===== src/rtl/fifo_xp_pkg.sv =====
// Package: width helpers shared by the chainable FIFO slice and its checker.
// Assumes DEPTH >= 1.
package fifo_xp_pkg;

    // Pointer width for a given depth (at least one bit).
    function automatic int ptr_width(input int depth);
        return (depth > 1) ? $clog2(depth) : 1;
    endfunction

    // Occupancy counter width able to hold 0..depth.
    function automatic int cnt_width(input int depth);
        return $clog2(depth + 1);
    endfunction

endpackage


===== src/rtl/xp_token_ctrl.sv =====
// Module: xp_token_ctrl
// Owns one token (write or read) and the pointer it advances. It accepts a
// strobe only while holding the token and while room allows. In chain mode it
// releases the token with a pulse when location DEPTH-1 is used, and it takes
// the token back (pointer to 0) on an incoming pulse. In stand-alone mode the
// token is always held.
// Assumes at most one slice in the ring holds the token at a time.
module xp_token_ctrl #(
    parameter int DEPTH = 4,
    parameter int PTR_W = 2
) (
    input  logic             clk,
    input  logic             rst_n,
    input  logic             chain_mode,
    input  logic             first_n,
    input  logic             strobe,
    input  logic             room,
    input  logic             tok_in,
    output logic             own,
    output logic [PTR_W-1:0] ptr,
    output logic             fire,
    output logic             tok_out
);

    localparam logic [PTR_W-1:0] LAST = PTR_W'(DEPTH - 1);

    logic at_last;

    // Access acceptance and token hand-off decode.
    always_comb begin
        at_last = (ptr == LAST);
        fire    = strobe && own && room;
        tok_out = chain_mode && fire && at_last;
    end

    // Pointer advance and token ownership.
    always_ff @(posedge clk) begin
        if (!rst_n) begin
            own <= !chain_mode || !first_n;
            ptr <= '0;
        end else begin
            if (fire) begin
                ptr <= at_last ? '0 : ptr + PTR_W'(1);
            end
            if (tok_out) begin
                own <= 1'b0;
            end
            if (!chain_mode) begin
                own <= 1'b1;
            end else if (tok_in) begin
                own <= 1'b1;
                ptr <= '0;
            end
        end
    end

endmodule


===== src/rtl/xp_occupancy.sv =====
// Module: xp_occupancy
// Tracks how many words a slice holds and decodes full, empty and above-half.
// Assumes inc is never set while full and dec never set while empty.
module xp_occupancy #(
    parameter int DEPTH = 4,
    parameter int CNT_W = 3
) (
    input  logic             clk,
    input  logic             rst_n,
    input  logic             inc,
    input  logic             dec,
    output logic [CNT_W-1:0] cnt,
    output logic             is_full,
    output logic             is_empty,
    output logic             above_half
);

    localparam logic [CNT_W-1:0] CAP  = CNT_W'(DEPTH);
    localparam logic [CNT_W-1:0] HALF = CNT_W'(DEPTH / 2);

    // Occupancy counter update.
    always_ff @(posedge clk) begin
        if (!rst_n) begin
            cnt <= '0;
        end else begin
            unique case ({inc, dec})
                2'b10:   cnt <= cnt + CNT_W'(1);
                2'b01:   cnt <= cnt - CNT_W'(1);
                default: cnt <= cnt;
            endcase
        end
    end

    // Level decodes.
    always_comb begin
        is_full    = (cnt == CAP);
        is_empty   = (cnt == '0);
        above_half = (cnt > HALF);
    end

endmodule


===== src/rtl/xp_slice_mem.sv =====
// Module: xp_slice_mem
// Storage of one slice: one write port, one registered read port.
// Assumes the caller never reads and writes the same word in one cycle
// unless the read is meant to see the old content.
module xp_slice_mem #(
    parameter int WIDTH = 8,
    parameter int DEPTH = 4,
    parameter int PTR_W = 2
) (
    input  logic             clk,
    input  logic             rst_n,
    input  logic             we,
    input  logic [PTR_W-1:0] waddr,
    input  logic [WIDTH-1:0] wdata,
    input  logic             re,
    input  logic [PTR_W-1:0] raddr,
    output logic [WIDTH-1:0] rdata,
    output logic             rvalid
);

    logic [WIDTH-1:0] store [DEPTH];

    // Write port.
    always_ff @(posedge clk) begin
        if (we) begin
            store[waddr] <= wdata;
        end
    end

    // Registered read port with valid marker.
    always_ff @(posedge clk) begin
        if (!rst_n) begin
            rdata  <= '0;
            rvalid <= 1'b0;
        end else begin
            rvalid <= re;
            if (re) begin
                rdata <= store[raddr];
            end
        end
    end

endmodule


===== src/rtl/fifo_xp_slice.sv =====
// Module: fifo_xp_slice (top)
// One FIFO slice that runs stand-alone or as one member of a ring of
// identical slices. Separate write and read tokens circulate through the
// xi_*/xo_* pulses. Strobes are shared across the ring; only the token
// holder acts. In stand-alone mode xo_wr_hf reports above-half occupancy.
// Assumes exactly one slice in a ring has first_load_n low and that
// chain_mode is static after reset.
module fifo_xp_slice #(
    parameter int WIDTH = 8,
    parameter int DEPTH = 4
) (
    input  logic             clk,
    input  logic             rst_n,
    input  logic             chain_mode,
    input  logic             first_load_n,
    input  logic             xi_wr,
    input  logic             xi_rd,
    output logic             xo_wr_hf,
    output logic             xo_rd,
    input  logic             wr_en,
    input  logic [WIDTH-1:0] wr_data,
    input  logic             rd_en,
    output logic [WIDTH-1:0] rd_data,
    output logic             rd_valid,
    output logic             full,
    output logic             empty
);

    import fifo_xp_pkg::*;

    localparam int PTR_W = ptr_width(DEPTH);
    localparam int CNT_W = cnt_width(DEPTH);

    logic             own_wr, own_rd;
    logic [PTR_W-1:0] wptr, rptr;
    logic             wr_fire, rd_fire;
    logic             wr_pass, rd_pass;
    logic [CNT_W-1:0] cnt;
    logic             cnt_full, cnt_empty, cnt_above_half;

    xp_token_ctrl #(.DEPTH(DEPTH), .PTR_W(PTR_W)) wr_tok_i (
        .clk        (clk),
        .rst_n      (rst_n),
        .chain_mode (chain_mode),
        .first_n    (first_load_n),
        .strobe     (wr_en),
        .room       (!cnt_full),
        .tok_in     (xi_wr),
        .own        (own_wr),
        .ptr        (wptr),
        .fire       (wr_fire),
        .tok_out    (wr_pass)
    );

    xp_token_ctrl #(.DEPTH(DEPTH), .PTR_W(PTR_W)) rd_tok_i (
        .clk        (clk),
        .rst_n      (rst_n),
        .chain_mode (chain_mode),
        .first_n    (first_load_n),
        .strobe     (rd_en),
        .room       (!cnt_empty),
        .tok_in     (xi_rd),
        .own        (own_rd),
        .ptr        (rptr),
        .fire       (rd_fire),
        .tok_out    (rd_pass)
    );

    xp_occupancy #(.DEPTH(DEPTH), .CNT_W(CNT_W)) occ_i (
        .clk        (clk),
        .rst_n      (rst_n),
        .inc        (wr_fire),
        .dec        (rd_fire),
        .cnt        (cnt),
        .is_full    (cnt_full),
        .is_empty   (cnt_empty),
        .above_half (cnt_above_half)
    );

    xp_slice_mem #(.WIDTH(WIDTH), .DEPTH(DEPTH), .PTR_W(PTR_W)) mem_i (
        .clk    (clk),
        .rst_n  (rst_n),
        .we     (wr_fire),
        .waddr  (wptr),
        .wdata  (wr_data),
        .re     (rd_fire),
        .raddr  (rptr),
        .rdata  (rd_data),
        .rvalid (rd_valid)
    );

    // Output muxing of the shared pin and the token-qualified flags.
    always_comb begin
        xo_wr_hf = chain_mode ? wr_pass : cnt_above_half;
        xo_rd    = rd_pass;
        full     = own_wr && cnt_full;
        empty    = own_rd && cnt_empty;
    end

endmodule


===== config.mk =====
export PLATFORM = sky130hd
export DESIGN_NAME = fifo_xp_slice
export DESIGN_NICKNAME = d
export VERILOG_FILES = /design/src/rtl/fifo_xp_pkg.sv /design/src/rtl/xp_token_ctrl.sv /design/src/rtl/xp_occupancy.sv /design/src/rtl/xp_slice_mem.sv /design/src/rtl/fifo_xp_slice.sv
export SDC_FILE = /design/constraint.sdc
export NUM_CORES = 1
export LEC_CHECK = 0
export BUFFER_PORTS_ARGS = -buffer_cell sky130_fd_sc_hd__buf_2
export CAP_MARGIN = 10
export CORE_MARGIN = 3
export CORE_UTILIZATION = 50
export CTS_CLUSTER_SIZE = 8
export DETAILED_ROUTE_END_ITERATION = 10
export HOLD_SLACK_MARGIN = 0.12
export PLACE_DENSITY = 0.75
export SLEW_MARGIN = 20
export SYNTH_ARGS = -nofsm -noshare
export SYNTH_HDL_FRONTEND = slang
export SYNTH_SLANG_ARGS = --single-unit

===== constraint.sdc =====
create_clock -name clk -period 2.06 [get_ports clk]
set_input_delay 0.309 -clock clk [delete_from_list [all_inputs] [get_ports clk]]
set_output_delay 0.309 -clock clk [all_outputs]
set_load 0.03 [all_outputs]

-- Yosys cells after proc, flatten, opt, wreduce, memory -nomap -nowiden
Memory sizes are Yosys's and may differ from the RTL's. A register that Yosys moved wholly into a read port is not among the register bits.
Cells that the tools add are included.
- bits in writable memories: 32
- memories: 1
- logic and storage cells: 57
- bits in registers: 10
- input bits: 16
- output and inout bits: 13
- memory list (memory ; depth ; width ; rd ports ; clocked after memory_dff ; write ports ; line ; RTL):
    mem_i.store ; 4 ; 8 ; 1 ; 1 ; 1 ; xp_slice_mem.sv:21 ; logic [WIDTH-1:0] store [DEPTH];
- magnitude comparators: 1
- add/sub/neg operators: 4
- reductions and logical operators: 18
- multiplexer cells: 20
- eq/ne operators: 7
- operators with widths (cell ; number):
    $mux W2 ; 8
    $mux W1 ; 11
    $logic_and A1 B1 Y1 ; 10
    $ne A4 B2 Y1 const B ; 2
    $eq A2 B2 Y1 const B ; 3
    $pmux W3 S2 ; 1
    $logic_not A1 Y1 ; 5
    $add A2 B1 Y2 const B ; 2
    $add A3 B1 Y3 const B ; 1
    $eq A3 B3 Y1 const B ; 1
    $gt A3 B2 Y1 const B ; 1
    $logic_not A3 Y1 ; 1
    $sub A3 B1 Y3 const B ; 1
    $eq A2 B1 Y1 const B ; 1
    $reduce_bool A2 Y1 ; 1
    $logic_or A1 B1 Y1 ; 1

-- Logic depth before layout (Yosys ltp)
Gate-level depths: netlist of run 1.
- depth in word-level cells: 9
- gate-level depth with buffers: 9
- depth with buffers taken out: 9

-- Modules after synthesis
From an unflattened synthesis of run 1, not the netlist that was laid out.
- cells, all modules: 151
- area, all modules: 2072.0 sq um
- modules (own cells, without submodules) (module ; cells an instance ; seq. area each (sq um) ; area each (sq um) ; times used):
    xp_slice_mem ; 85 ; 1141.1 ; 1525.2 ; 1
    xp_token_ctrl ; 20 ; 70.1 ; 163.9 ; 2
    xp_occupancy ; 21 ; 60.1 ; 183.9 ; 1
    fifo_xp_slice ; 5 ; 0.0 ; 35.0 ; 1

-- Least setup slack after synthesis of run 1
OpenSTA, ideal clock, no wires.
- path kind: flip-flop to flip-flop
- start point: reg occ_i.cnt[0]
- end point: reg occ_i.cnt[2]
- slack: -0.025 ns
- path buffers: 1
- data required time: 1.990 ns
- library setup time: 0.070 ns
- clock period less this slack: 2.085 ns
- stages on the path, launching flop included: 9
- arrival time: 2.016 ns
- cells stage by stage: dfxtp_1 o311a_4 buf_4 ha_1 inv_1 fa_1 xor2_1 or3_1 a21oi_1
- cells in the longest elaborated chain, start to end: 5
- elaborated cells between the ends (all ways): 12
- those cells by class: 2 x add/sub; 3 x eq/ne; 1 x mux; 6 x reduce/logical
- RTL lines (what ; line ; RTL):
    from (decl) ; xp_occupancy.sv:12 ; output logic [CNT_W-1:0] cnt,
    from (signal assigned) ; xp_occupancy.sv:27 ; 2'b10: cnt <= cnt + CNT_W'(1);
    from (signal assigned) ; xp_occupancy.sv:28 ; 2'b01: cnt <= cnt - CNT_W'(1);
    from (signal assigned) ; xp_occupancy.sv:29 ; default: cnt <= cnt;
    $logic_not A3 Y1 * ; xp_occupancy.sv:37 ; is_empty = (cnt == '0);
    $logic_not A1 Y1 * ; fifo_xp_slice.sv:61 ; .room (!cnt_empty),
    $logic_and A1 B1 Y1 * ; xp_token_ctrl.sv:32 ; fire = strobe && own && room;
    named net mem_i.re ; xp_slice_mem.sv:15 ; input logic re,
    $eq A2 B1 Y1 or $eq A2 B2 Y1 (tied branches) ; xp_occupancy.sv:26 ; unique case ({inc, dec})
    $pmux W3 S2 or $reduce_bool A2 Y1 (tied branches) ; -- ;
Mark *: on every way through the listed nets, which the timed path passes. The rest lies on a longest branch.
A chain may end at the register's enable or synchronous reset.

-- Worst setup path after layout of run 1
- start point: reg occ_i.cnt[1]
- end point: out xo_rd
- cells in the longest elaborated chain, start to end: 5
- RTL lines (what ; line ; RTL):
    $logic_not A3 Y1 ; xp_occupancy.sv:37 ;
    $logic_not A1 Y1 ; fifo_xp_slice.sv:61 ;
    $logic_and A1 B1 Y1 ; xp_token_ctrl.sv:32 ;
    $logic_and A1 B1 Y1 (2 in series) ; xp_token_ctrl.sv:33 ; tok_out = chain_mode && fire && at_last;
    to (decl) ; fifo_xp_slice.sv:19 ; output logic xo_rd,
No other way between the ends.

==> results of run 1 <==
==> repair_timing <==
item | CTS | global route
setup buffers | 0 | 3
endpoints found under the setup margin | 1 | 1
pin swaps | 0 | 1
gates resized for setup | 3 | 6
hold buffers | 0 | 0
==> cell usage after synthesis (all sizes together) <==
master | count | share of area (%)
edfxtp | 34 | 48
dfxtp | 16 | 15
nand2 | 14 | 2.5
nor2 | 10 | 1.8
mux4 | 8 | 8.5
o2bb2ai | 8 | 5.7
inv | 7 | 1.2
and2 | 6 | 1.9
ha | 6 | 3.5
a21oi | 4 | 0.94
buf | 4 | 1.3
o21ai | 4 | 0.94
a211o | 2 | 0.83
mux2i | 2 | 0.94
nor3b | 2 | 0.94
xor2 | 2 | 0.83
a31o | 1 | 0.41
and3 | 1 | 0.29
clkbuf | 1 | 0.18
fa | 1 | 0.94
nor2b | 1 | 0.29
nor4b | 1 | 0.41
o21a | 1 | 0.35
o21ba | 1 | 0.47
o311a | 1 | 1.0
or3 | 1 | 0.29
or4 | 1 | 0.35
==> cells in the final DEF, fill, tap and decap left out, types with 3 or more instances in the layout <==
cell / netlist / routed
a21oi_1: 4 / 3
and2_1: 5 / 5
buf_2: 1 / 28
buf_4: 1 / 8
clkbuf_8: 0 / 5
dfxtp_1: 16 / 14
edfxtp_1: 34 / 34
ha_1: 6 / 5
inv_1: 7 / 6
mux4_2: 8 / 8
nand2_1: 14 / 14
nor2_1: 10 / 9
o21ai_0: 4 / 4
o2bb2ai_2: 8 / 8
==> sequential cells by signal, indices dropped and copies added (netlist names) <==
register / cells
mem_i.rdata: 8
mem_i.rvalid: 1
mem_i.store: 32
occ_i.cnt: 3
rd_tok_i.own: 1
rd_tok_i.ptr: 2
wr_tok_i.own: 1
wr_tok_i.ptr: 2
==> cell families after synthesis <==
kind of cell | Yosys count
buffers and inverters | 12
muxes | 10
adders and majority gates | 7
xor gates and xnor gates | 2
and+or+nand+nor | 37
DFF | 50
AOI/OAI and AO/OA | 22
==> final cells by class <==
cell class | count | area [um2] | share of cell area (%)
clock buffer | 7 | 97.6 | 3.89
clock inverter | 1 | 8.76 | 0.349
inverter | 7 | 26.3 | 1.05
multi-input combinational | 78 | 751 | 30.0
sequential | 50 | 1350 | 53.8
tap | 50 | 62.6 | 2.50
timing repair buffer | 37 | 211 | 8.44
==> through the flow <==
step	setup WS (ns)	TNS, ns
after detailed placement	-0.0286	-0.0286
final	0.0511	0
after global routing	-0.00493	-0.00493
after floorplan	0.0200	0
after CTS	0.0127	0
after global placement	0.164	0
==> how the worst max path moves through the flow <==
stage | to | slack (ns)
final | xo_rd | 0.05
after global routing | xo_rd | -0.005
after global placement | occ_i.cnt[2] | 0.16
after floorplan | occ_i.cnt[2] | 0.02
after detailed placement | occ_i.cnt[2] | -0.03
after CTS | occ_i.cnt[2] | 0.01
==> power by group <==
part | internal [mW] | total [mW] | switching [mW]
clock | 0.316 | 0.617 | 0.302
combinational | 0.295 | 0.682 | 0.387
sequential | 1.17 | 1.23 | 0.0539
total | 1.78 | 2.53 | 0.743
==> metal layers <==
metal | track usage, % | up-vias | share of wire (%)
met5 | 0 | - | 0
met4 | 7.31 | 0 | 1.9
met3 | 4.40 | 9 | 4.5
met2 | 28.3 | 30 | 53
met1 | 17.7 | 598 | 40
li1 | - | 594 | -
==> flow_summary.yaml, run 1 <==
status:
  outcome: "complete, no violations"
synthesis:
  synth_simple_gate_area_share_pct: 8.73
  synth_top_family_by_area: "compound AO/OA/AOI/OAI gates"
  syn_avg_cell_area_um2: 15.2
  netlist_area_um2: 2120
  ys_seq_area_share_pct: 63.2
  syn_inst: 140
  synthesis.nets: 163
  synth_xor_area_share_pct: 0.825
  synth-seq-cells: 50
  synth-compound-area-share_pct: 10.6
  synthDistinctLibCells: 32
  muxShareOfSynthArea_pct: 9.43
  yosysWarnings: 0
  yosys.area_share.adder_pct: 4.48
flow_run:
  cap_violations: 0
floorplanning:
  rows: 23
  die_x_um: 71.1
  ios: 29
  start_util_pct: 52.3
  core_um2: 4060
  fp.dieH_um: 71.1
  die-area_um2: 5060
setup_path:
  reg2reg_depth: 9
  crit_fanout: 13
  crit_arrival_ns: 1.70
  crit_family: "buffers and inverters"
  r2r_setup_slack_ns: 0.09
  crit_type: "register to output pin"
  cp_slowest_cell: "dfxtp_4"
  cp_num_cells: 5
  timing.rr.end: "occ_i.cnt[2]"
  cp_data_required_time_ns: 1.75
  r2r-start: "occ_i.cnt[1]"
  start_kind: "register"
  worstSetupStartpoint: "occ_i.cnt[1]"
  cp_num_buf_inv: 3
  cpPeakStageDelay_ns: 0.37
  end_kind: "output pin"
  crit_chain: "buf_4 -> o311a_4 -> buf_6 -> and3_1 -> buf_2"
placed_design:
  dp_hpwl_um: 2750
  port_buffers: 28
  place_area_um2: 2350
  dp_cells: 219
  gp_congestion: 0.864
sta:
  finalHoldViolCount: 0
  grt_setup_unrepaired: "yes"
  drv_slew: 0
  skew_ns: 0.00642
  holdWs_ns: 0.226
  period_share_pct: 97.5
  worstMarginPinSlew_ns: 0.437
  period_minus_slack_ns: 2.01
  relSlewSlack_pct: 70.9
  setup_viol: 0
  max_freq_ghz: 0.498
finish:
  drive_above_1_share_pct: 40.0
  finalNetCount: 202
  num-fill-cells: 322
  fin_util_pct: 61.8
  fin_area_um2: 2510
  stdcell_count: 230
  area_growth_pct: 18.1
  antenna_cells: 0
clocking:
  cts_max_path_buffers: 2
  cts_sinks: 50
  cts_root_buf: "clkbuf_8"
  insertion_delay_ns: 0.30
  clk_pin_slew_ns: 0.09
  cts_buffers: 5
  cts_max_level: 2
  cts_tree: "built"
route:
  drt_pass1_iterations: 4
  routed_wl_um: 3740
  drt_iter0_drc: 30
  ant_nets: 0
  avgViaCountPerCell: 5.35
  drc: 0
  vias: 1231
  wire_per_inst_um: 16.2
pwr:
  peakVddDrop_v: 0.000542
  p_total_mw: 2.53
  p_leak_nw: 0.928
  power_density_nw_per_um2: 1010
global_routing:
  antenna_found_initial: 0
  grt_pass1_vias: 1314
  grt_use_total_pct: 16.0
  grt_max_degree: 17
  grt_pass1_wl_um: 6080
  grt_remaining_overflow: 0
hold_path:
  worstHoldPathType: "input port to register"
  min_to: "mem_i.store[2][0]"
  hold_path_depth: 1
  hp-start: "wr_data[0]"
(Power assumes the default switching activity.)
==> inputs of run 2 (changes only) <==
--- a/config.mk
+++ b/config.mk
@@ -7,8 +7,10 @@
 export LEC_CHECK = 0
 export BUFFER_PORTS_ARGS = -buffer_cell sky130_fd_sc_hd__buf_2
 export CAP_MARGIN = 10
+export CELL_PAD_IN_SITES_DETAIL_PLACEMENT = 0
+export CELL_PAD_IN_SITES_GLOBAL_PLACEMENT = 2
 export CORE_MARGIN = 3
-export CORE_UTILIZATION = 50
+export CORE_UTILIZATION = 36
 export CTS_CLUSTER_SIZE = 8
 export DETAILED_ROUTE_END_ITERATION = 10
 export HOLD_SLACK_MARGIN = 0.12
==> flow_summary.yaml, run 2 (same netlist as run 1, synthesis figures left out) <==
status:
  outcome: "complete, no violations"
clocking:
  cts_sinks: 50
  cts_buffers: 5
  clk_pin_slew_ns: 0.09
  cts_root_buf: "clkbuf_8"
  insertion_delay_ns: 0.30
  cts_tree: "built"
  cts_max_level: 2
  cts_max_path_buffers: 2
setup_path:
  r2r-start: "occ_i.cnt[1]"
  cp_slowest_cell: "dfxtp_4"
  reg2reg_depth: 9
  r2r_setup_slack_ns: 0.08
  crit_fanout: 13
  cp_data_required_time_ns: 1.75
  endpoint: "xo_rd"
  start_kind: "register"
  crit_type: "register to output pin"
  cpPeakStageDelay_ns: 0.37
  timing.rr.end: "occ_i.cnt[2]"
  worstSetupStartpoint: "occ_i.cnt[1]"
  crit_arrival_ns: 1.69
  crit_chain: "buf_4 -> o311a_4 -> buf_6 -> and3_1 -> buf_2"
  end_kind: "output pin"
pwr:
  power_density_nw_per_um2: 975
  p_leak_nw: 0.914
  peakVddDrop_v: 0.000484
  p_total_mw: 2.43
finish:
  multiInputGateArea_um2: 741
  fin_util_pct: 44.5
  top_register: "mem_i.store"
  layout_common_cells: "edfxtp_1, buf_2, nand2_1, dfxtp_1, nor2_1"
  fin_area_um2: 2500
  antenna_cells: 0
  seq_area_um2: 1350
  area_growth_pct: 17.6
  num-fill-cells: 537
  largest_registers: "mem_i.store: 32 flops, mem_i.rdata: 8 flops, occ_i.cnt: 3 flops"
  drive_above_1_share_pct: 39.1
  finalNetCount: 201
  largest_reg_flops: 32
  layout_commonest_cell: "edfxtp_1"
floorplanning:
  start_util_pct: 37.8
  die_x_um: 82.8
  core_um2: 5610
  rows: 27
  ios: 29
  die-area_um2: 6850
  fp.dieH_um: 82.8
placed_design:
  place_area_um2: 2370
  dp_hpwl_um: 2700
  port_buffers: 28
  gp_congestion: 0.773
route:
  vias: 1227
  drt_pass1_iterations: 4
  wire_per_inst_um: 15.0
  routed_wl_um: 3760
  drc: 0
  avgViaCountPerCell: 4.89
  drt_iter0_drc: 59
  ant_nets: 0
sta:
  max_freq_ghz: 0.499
  holdWs_ns: 0.225
  drv_slew: 0
  setup_viol: 0
  period_minus_slack_ns: 2.00
  worstMarginPinSlew_ns: 0.428
  period_share_pct: 97.2
  relSlewSlack_pct: 71.5
  skew_ns: 0.00702
  finalHoldViolCount: 0
  grt_setup_unrepaired: "yes"
global_routing:
  grt_pass1_vias: 1222
  grt_use_total_pct: 12.6
  grt_max_degree: 17
  grt_remaining_overflow: 0
  grt_pass1_wl_um: 6250
  antenna_found_initial: 0
flow_run:
  cap_violations: 0
hold_path:
  worstHoldPathType: "input port to register"
-- run 2: changes by cell type in the layout (fill, tap and decap cells not counted), sizes merged --
cell    change
clkbuf      -1
inv         +1
buf         -1
-- run 2: per-layer routing --
layer	part of all wire, %	wire, um	GRT usage, %	vias to the layer above
met4	1.0	38	4.90	0
met2	49	1860	19.9	18
met3	4.3	162	3.67	2
li1	-	-	-	595
met1	45	1700	16.4	612
met5	0	0	0	-
-- run 2: final cells by class --
class                      count  share of cell area (%)
clock buffer                   6                    2.91
clock inverter                 2                   0.551
inverter                       7                    1.05
multi-input combinational     78                    29.7
sequential                    50                    54.0
tap                           72                    3.61
timing repair buffer          36                    8.17
-- run 2: power breakdown --
part	total [mW]	switching (mW)	internal, mW
logic	0.631	0.363	0.269
clock network	0.569	0.327	0.243
registers	1.23	0.0596	1.17
total	2.43	0.749	1.69
-- run 2: per-stage QoR --
stage | cells | worst slack, ns | setup TNS (ns)
finish | 251 | 0.0573 | 0
global route | 251 | -0.0312 | -0.0325
CTS | 249 | 0.0422 | 0
detailed placement | 241 | 0.0697 | 0
global placement | 241 | 0.139 | 0
floorplan | 140 | 0.0200 | 0
-- run 2: how the worst min path moves through the flow --
| stage | to | start | slack (ns) | cells after the start |
|---|---|---|---|---|
| 6_report | mem_i.store[2][5] | wr_data[5] | 0.22 | 1 |
| 5_1_grt | mem_i.store[1][4] | wr_data[4] | 0.21 | 1 |
| 4_1_cts | mem_i.store[2][0] | wr_data[0] | 0.21 | 1 |
| 3_5_place_dp | mem_i.rdata[4] | mem_i.rdata[4] | 0.46 | 2 |
| 3_3_place_gp | mem_i.rdata[4] | mem_i.rdata[4] | 0.46 | 2 |
| 2_1_floorplan | mem_i.store[0][0] | wr_data[0] | 0.41 | 0 |
-- run 2: worst max-delay path: cells and delay by family (launching register included) --
kind	cells	cell delay, ns
compound gates	1	0.36
flops	1	0.37
simple gates	1	0.19
buf+inv	3	0.47
-- run 2: what timing repair did --
item	CTS	global route
endpoints found under the setup margin	0	1
hold endpoints to repair	0	0
hold buffers	0	0
buffers inserted	0	2
gates resized for setup	0	7
==> inputs of run 3 (changes only) <==
--- a/config.mk
+++ b/config.mk
@@ -15,6 +15,7 @@
 export DETAILED_ROUTE_END_ITERATION = 10
 export HOLD_SLACK_MARGIN = 0.12
 export PLACE_DENSITY = 0.75
+export REMOVE_ABC_BUFFERS = 1
 export SLEW_MARGIN = 20
 export SYNTH_ARGS = -nofsm -noshare
 export SYNTH_HDL_FRONTEND = slang
==> flow_summary.yaml, run 3 (same netlist as run 1, synthesis figures left out) <==
hold_path:
  worstHoldPathType: "input port to register"
clocking:
  insertion_delay_ns: 0.30
  cts_tree: "built"
  clk_pin_slew_ns: 0.09
  cts_max_path_buffers: 2
  cts_root_buf: "clkbuf_8"
  cts_buffers: 5
  cts_hold_buffers: 0
  cts_sinks: 50
  cts_max_level: 2
finish:
  finalNetCount: 201
  largest_reg_flops: 32
  fin_area_um2: 2480
  num-fill-cells: 538
  layout_commonest_cell: "edfxtp_1"
  drive_above_1_share_pct: 37.4
  top_register: "mem_i.store"
  antenna_cells: 0
  largest_registers: "mem_i.store: 32 flops, mem_i.rdata: 8 flops, occ_i.cnt: 3 flops"
  layout_common_cells: "edfxtp_1, buf_2, dfxtp_1"
  area_growth_pct: 17.0
  stdcell_count: 251
route:
  routed_wl_um: 3760
  wire_per_inst_um: 15.0
  drt_pass1_iterations: 4
  avgViaCountPerCell: 4.89
  drt_iter0_drc: 44
  vias: 1227
  ant_nets: 0
  drc: 0
sta:
  max_freq_ghz: 0.507
  grt_setup_unrepaired: "no"
  finalHoldViolCount: 0
  holdWs_ns: 0.209
  period_minus_slack_ns: 1.97
  setup_viol: 0
  setup_ws_ns: 0.0882
  relSlewSlack_pct: 70.3
  period_share_pct: 95.7
  skew_ns: 0.0110
  worstMarginPinSlew_ns: 0.445
  drv_slew: 0
global_routing:
  grt_pass1_vias: 1238
  grt_max_degree: 17
  grt_remaining_overflow: 0
  grt_use_total_pct: 13.0
  antenna_found_initial: 0
  grt_pass1_wl_um: 6250
setup_path:
  crit_chain: "buf_4 -> o311a_4 -> buf_4 -> and3_1 -> buf_2"
  crit_fanout: 13
  cp_slowest_cell: "dfxtp_1"
  crit_type: "register to output pin"
  start_kind: "register"
  r2r_setup_slack_ns: 0.13
  cp_data_required_time_ns: 1.75
  cpPeakStageDelay_ns: 0.33
  crit_path_frequent_cell: "buf_4"
  crit_arrival_ns: 1.66
  end_kind: "output pin"
placed_design:
  port_buffers: 28
  dp_hpwl_um: 2760
  dp_cells: 242
  post-place-ws_ns: 0.0777
  gp_congestion: 0.753
  place_area_um2: 2370
floorplanning:
  rows: 27
  ios: 29
  core_um2: 5610
  start_util_pct: 37.8
  fp.dieH_um: 82.8
  die-area_um2: 6850
  die_x_um: 82.8
pwr:
  sequentialPowerShare_pct: 50.7
  combinationalPowerShare_pct: 25.8
  peakVddDrop_v: 0.000398
  internal-power_mw: 1.68
  p_sw_mw: 0.752
  power_density_nw_per_um2: 979
  p_sw_share_pct: 31.0
  clockPowerShare_pct: 23.5
  p_leak_nw: 0.909
flow_run:
  cap_violations: 0
status:
  outcome: "complete, no violations"
## run 3: what timing repair did
action	in CTS	in global routing
resized for setup	0	5
buffers inserted	0	1
setup endpoints to repair	0	1
## run 3: final timing paths
check        cells after the start           start           endpoint
max                              5    occ_i.cnt[2]              xo_rd
min                              1      wr_data[3]  mem_i.store[1][3]
max reg2reg                      9    occ_i.cnt[1]       occ_i.cnt[2]
min reg2reg                      2  mem_i.rdata[7]     mem_i.rdata[7]
## run 3: cell type report
cell class / instances / area [um2] / area share [%]
clock inverter: 2 / 13.8 / 0.554
multi-input combinational: 78 / 734 / 29.6
sequential: 50 / 1350 / 54.2
timing repair buffer: 36 / 200 / 8.06
inverter: 7 / 26.3 / 1.06
clock buffer: 6 / 72.6 / 2.92
tap: 72 / 90.1 / 3.63
## run 3: power by group through the flow
stage	clock (mW)	combinational (mW)	sequential, mW
2_1_floorplan	0	0.343	1.32
4_1_cts	0.591	0.615	1.22
3_5_place_dp	0	0.613	1.25
5_1_grt	0.630	0.692	1.25
6_report	0.571	0.626	1.23
3_3_place_gp	0	0.594	1.24
## run 3: metrics by stage
step           setup TNS, ns  total power, mW  util (%)
3_5_place_dp               0             1.86      42.3
6_report                   0             2.43      44.3
4_1_cts                    0             2.43      43.9
3_3_place_gp               0             1.83      42.3
2_1_floorplan       -0.00838             1.66         -
5_1_grt                    0             2.57      44.3
## run 3: routing by layer
metal / GRT usage, % / wire (um) / vias to the layer above
li1: - / - / 592
met1: 16.0 / 1610 / 604
met2: 20.8 / 1920 / 25
met3: 4.10 / 169 / 6
met4: 5.88 / 58 / 0
met5: 0 / 0 / -
## run 3: worst max-delay path: cells and delay by family (launching register included)
family          cells  cell delay [ns]
flops               1             0.33
simple gates        1             0.20
buf+inv             3             0.52
compound gates      1             0.31
